<file path="src/rtl/divratio_pkg.sv">
`timescale 1ns/1ps
package divratio_pkg;
  localparam int RATIO_W = 16;
  typedef logic [RATIO_W-1:0] ratio_t;

  // key event after the conflict rule has been applied
  typedef enum logic [1:0] {KEY_NONE = 2'd0, KEY_UP = 2'd1, KEY_DN = 2'd2} key_evt_e;

  function automatic key_evt_e decode_keys(input logic up, input logic dn);
    if (up && !dn) return KEY_UP;
    if (dn && !up) return KEY_DN;
    return KEY_NONE;
  endfunction

  // one-count step held inside [lo, hi]
  function automatic ratio_t clamp_step(input ratio_t cur, input key_evt_e ev,
                                        input ratio_t hi, input ratio_t lo);
    case (ev)
      KEY_UP:  return (cur < hi) ? ratio_t'(cur + 1'b1) : cur;
      KEY_DN:  return (cur > lo) ? ratio_t'(cur - 1'b1) : cur;
      default: return cur;
    endcase
  endfunction

  // circular pointer over count slots
  function automatic int unsigned wrap_next(input int unsigned idx, input key_evt_e ev,
                                            input int unsigned count);
    case (ev)
      KEY_UP:  return (idx == count - 1) ? 0 : idx + 1;
      KEY_DN:  return (idx == 0) ? count - 1 : idx - 1;
      default: return idx;
    endcase
  endfunction

  // unsigned sum, carry out discarded
  function automatic ratio_t mod_add(input ratio_t a, input ratio_t b);
    return ratio_t'(a + b);
  endfunction
endpackage

</file>
<file path="src/rtl/divratio_step.sv">
`timescale 1ns/1ps
module divratio_step
  import divratio_pkg::*;
(
  input  logic     clk,
  input  logic     rst_n,
  input  key_evt_e ev,
  input  logic     active,
  input  ratio_t   start,
  input  ratio_t   hi,
  input  ratio_t   lo,
  output ratio_t   step_q
);
  // named events for the checks
  logic up_take, dn_take, up_block, dn_block, hold_evt;
  assign up_take  = active && (ev == KEY_UP) && (step_q < hi);
  assign dn_take  = active && (ev == KEY_DN) && (step_q > lo);
  assign up_block = active && (ev == KEY_UP) && (step_q >= hi);
  assign dn_block = active && (ev == KEY_DN) && (step_q <= lo);
  assign hold_evt = !active || (ev == KEY_NONE);

  always_ff @(posedge clk) begin
    if (!rst_n)      step_q <= start;
    else if (active) step_q <= clamp_step(step_q, ev, hi, lo);
  end

  p_step_up_r2: assert property (@(posedge clk) disable iff (!rst_n)
    up_take |=> step_q == ratio_t'($past(step_q) + 1'b1));
  p_step_dn_r2: assert property (@(posedge clk) disable iff (!rst_n)
    dn_take |=> step_q == ratio_t'($past(step_q) - 1'b1));
  p_clamp_hi_r3: assert property (@(posedge clk) disable iff (!rst_n)
    up_block |=> $stable(step_q));
  p_clamp_lo_r3: assert property (@(posedge clk) disable iff (!rst_n)
    dn_block |=> $stable(step_q));
  p_idle_hold_r6: assert property (@(posedge clk) disable iff (!rst_n)
    hold_evt |=> $stable(step_q));
endmodule

</file>
<file path="src/rtl/divratio_chan.sv">
`timescale 1ns/1ps
module divratio_chan
  import divratio_pkg::*;
#(
  parameter int NUM_CHAN = 8,
  localparam int CHAN_IW = (NUM_CHAN > 1) ? $clog2(NUM_CHAN) : 1
) (
  input  logic                        clk,
  input  logic                        rst_n,
  input  key_evt_e                    ev,
  input  logic                        active,
  input  logic [NUM_CHAN*RATIO_W-1:0] slots,
  output logic [CHAN_IW-1:0]          idx_q,
  output ratio_t                      base
);
  localparam logic [CHAN_IW-1:0] LAST = CHAN_IW'(NUM_CHAN - 1);

  ratio_t slot_arr [NUM_CHAN];
  for (genvar i = 0; i < NUM_CHAN; i++) begin : g_slot
    assign slot_arr[i] = slots[i*RATIO_W +: RATIO_W];
  end

  logic wrap_up, wrap_dn, move_up, hold_evt;
  assign wrap_up  = active && (ev == KEY_UP) && (idx_q == LAST);
  assign wrap_dn  = active && (ev == KEY_DN) && (idx_q == '0);
  assign move_up  = active && (ev == KEY_UP) && (idx_q != LAST);
  assign hold_evt = !active || (ev == KEY_NONE);

  always_ff @(posedge clk) begin
    if (!rst_n)      idx_q <= '0;
    else if (active) idx_q <= CHAN_IW'(wrap_next(int'(idx_q), ev, NUM_CHAN));
  end

  assign base = slot_arr[idx_q];

  p_wrap_up_r5: assert property (@(posedge clk) disable iff (!rst_n)
    wrap_up |=> idx_q == '0);
  p_wrap_dn_r5: assert property (@(posedge clk) disable iff (!rst_n)
    wrap_dn |=> idx_q == LAST);
  p_scroll_r4: assert property (@(posedge clk) disable iff (!rst_n)
    move_up |=> idx_q == CHAN_IW'($past(idx_q) + 1'b1));
  p_chan_hold_r6: assert property (@(posedge clk) disable iff (!rst_n)
    hold_evt |=> $stable(idx_q));
endmodule

</file>
<file path="src/rtl/divratio_out.sv">
`timescale 1ns/1ps
module divratio_out
  import divratio_pkg::*;
#(
  parameter int NUM_OFS = 4,
  localparam int OFS_IW = (NUM_OFS > 1) ? $clog2(NUM_OFS) : 1
) (
  input  logic                       clk,
  input  logic                       rst_n,
  input  ratio_t                     base,
  input  logic                       osc_sel,
  input  logic [OFS_IW-1:0]          ofs_idx,
  input  logic [NUM_OFS*RATIO_W-1:0] ofs_words,
  output ratio_t                     ratio_q,
  output logic                       vld_q
);
  ratio_t ofs_arr [NUM_OFS];
  for (genvar k = 0; k < NUM_OFS; k++) begin : g_ofs
    assign ofs_arr[k] = ofs_words[k*RATIO_W +: RATIO_W];
  end

  logic [OFS_IW-1:0] ofs_sel_q;
  logic              first_q;
  ratio_t            target;
  logic              changed;

  assign target  = osc_sel ? mod_add(base, ofs_arr[ofs_sel_q]) : base;
  assign changed = (target != ratio_q);

  always_ff @(posedge clk) begin
    if (!rst_n) begin
      ofs_sel_q <= '0;
      first_q   <= 1'b1;
      ratio_q   <= '0;
      vld_q     <= 1'b0;
    end else begin
      ofs_sel_q <= ofs_idx;
      first_q   <= 1'b0;
      ratio_q   <= target;
      vld_q     <= first_q || changed;
    end
  end

  p_first_sel_r1: assert property (@(posedge clk) disable iff (!rst_n)
    first_q |-> ofs_sel_q == '0);
  p_first_vld_r1: assert property (@(posedge clk) disable iff (!rst_n)
    first_q |=> vld_q);
  p_vld_on_change_r8: assert property (@(posedge clk) disable iff (!rst_n)
    !$stable(ratio_q) |-> vld_q);
  p_vld_only_change_r8: assert property (@(posedge clk) disable iff (!rst_n)
    (vld_q && !$past(first_q)) |-> !$stable(ratio_q));
endmodule

</file>
<file path="src/rtl/divratio_ctrl.sv">
`timescale 1ns/1ps
module divratio_ctrl
  import divratio_pkg::*;
#(
  parameter int NUM_OFS  = 4,
  parameter int NUM_CHAN = 8,
  localparam int OFS_IW  = (NUM_OFS > 1) ? $clog2(NUM_OFS) : 1
) (
  input  logic                        clk,
  input  logic                        rst_n,
  input  logic                        key_up,
  input  logic                        key_down,
  input  logic [RATIO_W-1:0]          lim_max,
  input  logic [RATIO_W-1:0]          lim_min,
  input  logic [RATIO_W-1:0]          start_ratio,
  input  logic [NUM_OFS*RATIO_W-1:0]  ofs_words,
  input  logic [NUM_CHAN*RATIO_W-1:0] chan_ratios,
  input  logic                        mem_mode,
  input  logic                        osc_sel,
  input  logic [OFS_IW-1:0]           ofs_idx,
  output logic [RATIO_W-1:0]          ratio_out,
  output logic                        ratio_vld
);
  localparam int CHAN_IW = (NUM_CHAN > 1) ? $clog2(NUM_CHAN) : 1;

  key_evt_e           key_ev;
  ratio_t             step_ratio;
  ratio_t             chan_base;
  ratio_t             base_ratio;
  logic [CHAN_IW-1:0] chan_idx;

  assign key_ev     = decode_keys(key_up, key_down);
  assign base_ratio = mem_mode ? chan_base : step_ratio;

  divratio_step u_step (
    .clk    (clk),
    .rst_n  (rst_n),
    .ev     (key_ev),
    .active (!mem_mode),
    .start  (start_ratio),
    .hi     (lim_max),
    .lo     (lim_min),
    .step_q (step_ratio)
  );

  divratio_chan #(.NUM_CHAN(NUM_CHAN)) u_chan (
    .clk    (clk),
    .rst_n  (rst_n),
    .ev     (key_ev),
    .active (mem_mode),
    .slots  (chan_ratios),
    .idx_q  (chan_idx),
    .base   (chan_base)
  );

  divratio_out #(.NUM_OFS(NUM_OFS)) u_out (
    .clk       (clk),
    .rst_n     (rst_n),
    .base      (base_ratio),
    .osc_sel   (osc_sel),
    .ofs_idx   (ofs_idx),
    .ofs_words (ofs_words),
    .ratio_q   (ratio_out),
    .vld_q     (ratio_vld)
  );

  p_mem_keeps_step_r4: assert property (@(posedge clk) disable iff (!rst_n)
    mem_mode |=> $stable(step_ratio));
  p_step_keeps_chan_r4: assert property (@(posedge clk) disable iff (!rst_n)
    !mem_mode |=> $stable(chan_idx));
endmodule

</file>
<file path="config.mk">
export PLATFORM = sky130hd
export DESIGN_NAME = divratio_ctrl
export DESIGN_NICKNAME = d
export VERILOG_FILES = /design/src/rtl/divratio_pkg.sv /design/src/rtl/divratio_step.sv /design/src/rtl/divratio_chan.sv /design/src/rtl/divratio_out.sv /design/src/rtl/divratio_ctrl.sv
export SDC_FILE = /design/constraint.sdc
export NUM_CORES = 1
export LEC_CHECK = 0
export BUFFER_PORTS_ARGS = -buffer_cell sky130_fd_sc_hd__buf_2
export CAP_MARGIN = 20
export CORE_MARGIN = 1.5
export CORE_UTILIZATION = 30
export DETAILED_ROUTE_END_ITERATION = 12
export GPL_TIMING_DRIVEN = 0
export HOLD_SLACK_MARGIN = 0.06
export PLACE_DENSITY_LB_ADDON = 0.08
export SLEW_MARGIN = 10
export SYNTH_ARGS = -nofsm -noshare
export SYNTH_HDL_FRONTEND = slang
export SYNTH_SLANG_ARGS = --single-unit
</file>
<file path="constraint.sdc">
create_clock -name clk -period 6.2 [get_ports clk]
set_input_delay 0.93 -clock clk [delete_from_list [all_inputs] [get_ports clk]]
set_output_delay 0.93 -clock clk [all_outputs]
set_load 0.05 [all_outputs]
</file>
==> results.yml, run 1 <==
critical_path:
  slowest_delay_ns: 0.52
  worstSetupPathType: "primary input to register"
  r2r-start: "u_out.ofs_sel_q[0]"
  crit_slowest_cell: "fa_1"
  cp.arrival_ns: 5.38
  crit_path_max_fanout: 10
  r2r_end: "u_out.vld_q"
  cp_data_required_time_ns: 6.35
  end_kind: "register"
  cp-start-kind: "primary input"
  crit_chain: "buf_2 > clkbuf_1 > clkbuf_1 > clkbuf_1 > a21oi_1 > fa_1 > a211oi_1 > nor2_1 > o31a_1 > a211oi_1 > o21ai_0 > o22ai_1 > a211oi_1 > nor4_1 > a41oi_1"
  r2r_slack_ns: 1.19
  ff2ff_path_depth: 14
sta:
  period_minus_slack_ns: 5.226
  final_hold_viol_count: 0
  fin_skew_ns: 0.009420
  fin_crit_sh_pct: 84.28
  max_freq_ghz: 0.1914
  finalSetupViolCount: 0
  slew_headroom_pct: 47.33
  slew_viol_final: 0
  setup-tns-final_ns: 0
  rsz0062_at_grt: "false"
  tightest_slew_ns: 0.7900
global_route:
  grt_max_degree: 16
  overflow: 0
  grt_pass1_wl_um: 31690
  grt_pass1_vias: 5590
  grt.total_usage_pct: 21.17
  antenna_found_initial: 1
clock_tree:
  cts_made_buffers: 5
  clock_sinks: 39
  cts_tree: "yes"
  ctsResizeCount: 0
  htreeDepth: 2
  cts-hold-fix-buffers: 0
  postCtsSetupBuffers: 0
  worstSkewPairLatency_ns: 0.30
  clk_pin_slew_worst_paths_ns: 0.07
  root_buffer: "clkbuf_16"
  clock_path_buffers: 2
final_layout:
  final_common_cell: "buf_2"
  final_cell_mix: "267 x buf_2, 66 x ha_1, 56 x nor2_1"
  insertedDiodeCount: 0
  drive_above_1_share_pct: 36.65
  n_fill_cell: 1970
  utilization_pct: 40.28
  nNetsFinal: 1229
  syn_to_final_growth_pct: 31.18
hold_path:
  hold_path.class: "register to register"
  hold-path-cell-count: 3
  hp-start: "u_out.ratio_q[14]"
  whs_endpoint: "u_out.vld_q"
synthesis:
  yosysTopAreaCellShare_pct: 14.33
  yosysSeqAreaShare_pct: 16.33
  ys_warn_count: 0
  ys.flop_type: "dfxtp_1"
  synth.net_count: 958
  synth_edf_count: 16
  yosysTopAreaCell: "ha_1"
  synth_area_leaders: "ha_1 14%, mux4_2 10%, edfxtp_1 8.3%, dfxtp_1 8.0%, mux4_1 5.5%"
  async_reset_ff_share_pct: 0
  syn_area_per_cell_um2: 8.977
  ys_types: 65
  syn_inst: 642
  synth-seq-cells: 39
  synthesis.area_um2: 5763
status:
  outcome: "finished clean"
pwr:
  leakagePower_uw: 0.003594
  power.total_uw: 1723
  ir_drop_mv: 0.1067
  cellPowerDensity_nw_per_um2: 227.9
place:
  port-buffer-count: 263
  gp_congestion: 0.8544
  dp_hpwl_um: 18430
detailed_routing:
  first_iter_violations: 291
  viasPerCell: 5.149
  num_vias: 5911
  drtAntennaViolNets: 0
  wirelength_um: 21670
  drc: 0
  dr.pass1.iters: 4
  avgRoutedWirePerCell_um: 18.88
job:
  maxCapViolations: 0
die:
  fp-row-count: 50
  initial_core_util_pct: 30.71
  pin_count: 265
  die-width_um: 141.6
  dieArea_um2: 20050
  die_h_um: 141.6
  core-area_um2: 18770
[metal layers]
| metal | share of wire (%) | wire, um | GRT usage [%] |
|---|---|---|---|
| met5 | 0 | 0 | 0 |
| met4 | 0.86 | 187 | 3.744 |
| met3 | 5.4 | 1167 | 2.902 |
| met2 | 46 | 10080 | 35.40 |
| met1 | 47 | 10240 | 29.37 |
[state kept, by name (all words and copies together) (netlist names)]
signal and count:
u_out.ofs_sel_q 2, u_out.first_q 1, u_step.step_q 16, u_out.ratio_q 16, u_out.vld_q 1, u_chan.idx_q 3
[critical path, delay by kind of cell]
kind	cells	cell delay, ns
adder cells (fa/ha/maj)	1	0.52
AO/OA/AOI/OAI	8	1.91
AND/OR/NAND/NOR	2	0.57
buffers and inverters	4	1.43
[logic make-up (layout without fill, tap and decap cells)]
group	after synthesis	count (layout)	share of synthesized area, %
adder cells (fa/ha/maj)	68	68	15.02
AO/OA/AOI/OAI	159	159	18.65
XOR/XNOR	48	48	7.295
multiplexers	80	80	23.53
AND/OR/NAND/NOR	164	164	13.16
flip-flops	39	39	16.33
buffers and inverters	84	356	6.014
[cell type report]
cell class	count	area (um2)	area share, %
buffer	30	143.9	1.903
clock buffer	7	163.9	2.168
clock inverter	1	5.005	0.06620
inverter	54	202.7	2.681
multi-input combinational	519	4479	59.25
sequential	39	940.9	12.45
tap	234	292.8	3.873
timing repair buffer	264	1331	17.61
[power by group]
group	internal (uW)	switching [uW]
registers	321	64.7
clock network	184	117
logic	458	579
[through the flow]
stage,area [um2],worst slack [ns],hold WS (ns),cells
4_1_cts,7560,0.9461,0.7442,1148
6_report,7560,0.9744,0.7385,1148
3_5_place_dp,7391,0.6444,0.7126,1140
3_3_place_gp,7372,0.6720,0.7364,1139
5_1_grt,7560,0.5682,0.8025,1148
2_1_floorplan,5763,1.961,0.6444,642
[synth_stat cells, drive strengths merged, types with 2 or more instances]
library cell,count
ha,66
nor2,57
inv,54
a21oi,43
nand2,43
mux4,38
xnor2,31
mux2i,27
dfxtp,23
o21ai,23
clkbuf,21
nand3,17
xor2,17
a21o,16
edfxtp,16
mux2,15
a31oi,12
nor3,12
a211oi,11
buf,9
a22oi,7
nor2b,7
o21a,7
and2,6
nand4,5
o2111ai,4
o21bai,4
a2111oi,3
a221oi,3
a22o,3
a41oi,3
and3,3
nand2b,3
nor4,3
o211ai,3
o22ai,3
or2,3
a211o,2
a311oi,2
and2b,2
fa,2
o31ai,2
[how the worst max path moves through the flow]
| stage | from | end | cells after the start |
|---|---|---|---|
| after global placement | mem_mode | u_out.vld_q | 17 |
| after detailed placement | mem_mode | u_out.vld_q | 17 |
| after CTS | mem_mode | u_out.vld_q | 17 |
| after global routing | mem_mode | u_out.vld_q | 17 |
| final | mem_mode | u_out.vld_q | 15 |
| after floorplan | mem_mode | u_out.vld_q | 15 |
Power figures use the tool's default switching activity.
==> run 2: changes to the inputs <==
ABC_AREA = 1   (was not set)
clock period = 5.28 ns   (was 6.2 ns; I/O delays follow)
==> results.yml, run 2 <==
status:
  outcome: "finished clean"
global_route:
  grt_pass1_wl_um: 38840
  grt_pass1_vias: 7408
  grt.total_usage_pct: 22.72
  antenna_found_initial: 2
  overflow: 0
  grt_max_degree: 20
place:
  placed_cells: 1654
  dp_hpwl_um: 21270
  place_area_um2: 8090
  gp_congestion: 0.8753
  port-buffer-count: 262
die:
  pin_count: 265
  fp-row-count: 53
  core-area_um2: 21020
  dieArea_um2: 22340
  die_h_um: 149.5
  die-width_um: 149.5
  initial_core_util_pct: 30.61
detailed_routing:
  num_vias: 7926
  viasPerCell: 4.766
  drtAntennaViolNets: 0
  dr.pass1.iters: 5
  avgRoutedWirePerCell_um: 15.29
  drc: 0
  wirelength_um: 25430
  first_iter_violations: 401
critical_path:
  crit_path_max_fanout: 19
  cp-start-kind: "primary input"
  r2r_end: "u_out.vld_q"
  crit_path_start: "key_up"
  r2r_slack_ns: 1.79
  ff2ff_path_depth: 20
  end_kind: "register"
  worstSetupPathType: "primary input to register"
  r2r-start: "u_chan.idx_q[0]"
  cp.arrival_ns: 3.69
  crit_path_end: "u_step.step_q[12]"
  cp_data_required_time_ns: 5.32
sta:
  fin_crit_sh_pct: 69.19
  slew_headroom_pct: 46.67
  fin_skew_ns: 0.004753
  final_hold_viol_count: 0
  period_minus_slack_ns: 3.653
  rsz0062_at_grt: "false"
  finalSetupViolCount: 0
  tightest_slew_ns: 0.8000
  slew_viol_final: 0
  setup-tns-final_ns: 0
  max_freq_ghz: 0.2737
synthesis:
  syn_inst: 1117
  async_reset_ff_share_pct: 0
  synth_top_family_by_area: "simple AND/OR/NAND/NOR gates"
  synthXorXnorAreaFrac_pct: 1.906
  ys_types: 41
  synthAdderAreaFrac_pct: 13.46
  yosysTopAreaCellShare_pct: 19.95
  synth_area_leaders: "nand2_1 20%, ha_1 13%, nand3_1 9.8%, inv_1 9.1%, edfxtp_1 7.5%"
  syn_area_per_cell_um2: 5.761
  synthMuxAreaShare_pct: 0
  synth_edf_count: 16
  synth_simple_gate_area_share_pct: 41.69
  yosysSeqAreaShare_pct: 14.62
  yosysTopAreaCell: "nand2_1"
  synth-compound-area-share_pct: 14.25
  ys.flop_type: "dfxtp_1"
  synthesis.area_um2: 6435
  ys_warn_count: 0
  synth_commonest_cells: "342 x nand2_1, 156 x inv_1, 126 x nand3_1, 108 x nor2_1, 66 x ha_1"
  yosysMostFrequentCell: "nand2_1"
  synth.net_count: 1433
  synth-seq-cells: 39
clock_tree:
  clk_pin_slew_worst_paths_ns: 0.07
  root_buffer: "clkbuf_16"
  worstSkewPairLatency_ns: 0.31
  postCtsSetupBuffers: 0
  cts_made_buffers: 5
  ctsResizeCount: 0
  htreeDepth: 2
  cts-hold-fix-buffers: 0
  clock_path_buffers: 2
  clock_sinks: 39
  cts_tree: "yes"
final_layout:
  syn_to_final_growth_pct: 27.94
  final_common_cell: "nand2_1"
  top_regs: "u_out.ratio_q x16, u_step.step_q x16, u_chan.idx_q x3"
  final_cells: 1663
  n_fill_cell: 2402
  drive_above_1_share_pct: 23.74
  final_cell_mix: "342 x nand2_1, 273 x buf_2, 156 x inv_1"
  nNetsFinal: 1702
  fin_area_um2: 8233
job:
  maxCapViolations: 0
pwr:
  ir_drop_mv: 0.1322
  power.total_uw: 1906
  cellPowerDensity_nw_per_um2: 231.6
  leakagePower_uw: 0.004762
hold_path:
  hold_path.class: "register to register"
==> run 2: cell type report <==
| type | count | area, um2 | area share, % |
|---|---|---|---|
| timing repair buffer | 262 | 1311 | 15.93 |
| clock buffer | 5 | 125.1 | 1.520 |
| multi-input combinational | 872 | 4588 | 55.73 |
| inverter | 161 | 614.3 | 7.462 |
| sequential | 39 | 940.9 | 11.43 |
| buffer | 45 | 291.5 | 3.541 |
| antenna | 2 | 5.005 | 0.06079 |
| clock inverter | 2 | 12.51 | 0.1520 |
| tap | 275 | 344.1 | 4.179 |
==> run 2: power breakdown <==
group / switching, uW / internal, uW / leakage (uW)
registers: 48.1 / 366 / 0.000353
logic: 733 / 438 / 0.00434
clock network: 148 / 173 / 0.0000677
total: 929 / 978 / 0.00476
==> run 2: metrics by stage <==
step	hold WS [ns]	utilization [%]	setup WS [ns]
final	0.5239	39.16	1.627
after global routing	0.5737	39.16	1.338
after CTS	0.5273	39.14	1.647
after detailed placement	0.5156	38.49	1.334
after global placement	0.5053	38.49	1.324
after floorplan	0.4902	-	2.070
==> run 2: how the worst min path moves through the flow <==
stage | from | to | slack (ns) | cells after the start
floorplan | u_out.first_q | u_out.vld_q | 0.49 | 4
global placement | u_out.first_q | u_out.vld_q | 0.51 | 4
detailed placement | u_out.first_q | u_out.vld_q | 0.52 | 4
CTS | u_out.first_q | u_out.vld_q | 0.53 | 4
global route | u_out.first_q | u_out.vld_q | 0.57 | 4
finish | u_out.first_q | u_out.vld_q | 0.52 | 4
==> run 2: per-layer routing <==
metal / vias up / GRT usage [%] / routed length [um]
li1: 4168 / - / -
met1: 3527 / 30.23 / 11920
met2: 213 / 39.38 / 12030
met3: 18 / 2.744 / 1237
met4: 0 / 4.356 / 252
met5: - / 0 / 0
==> run 2: cell families after synthesis <==
group | after synthesis
simple gates | 624
buf+inv | 206
compound gates | 166
fa+ha+maj | 68
flops | 39
xor+xnor | 14
==> run 2: worst max-delay path, cell delays in order <==
cell and delay [ns]:
buf_2 0.11, inv_1 0.05, ha_1 0.67, inv_1 0.25, fa_1 0.41, inv_1 0.12, a21oi_1 0.09, o21ai_1 0.20
a21boi_1 0.16, o21ai_1 0.23, nand2_1 0.08, nand2_1 0.10, nand3_1 0.07, nand2_1 0.08, xor2_1 0.21, o21ai_1 0.08
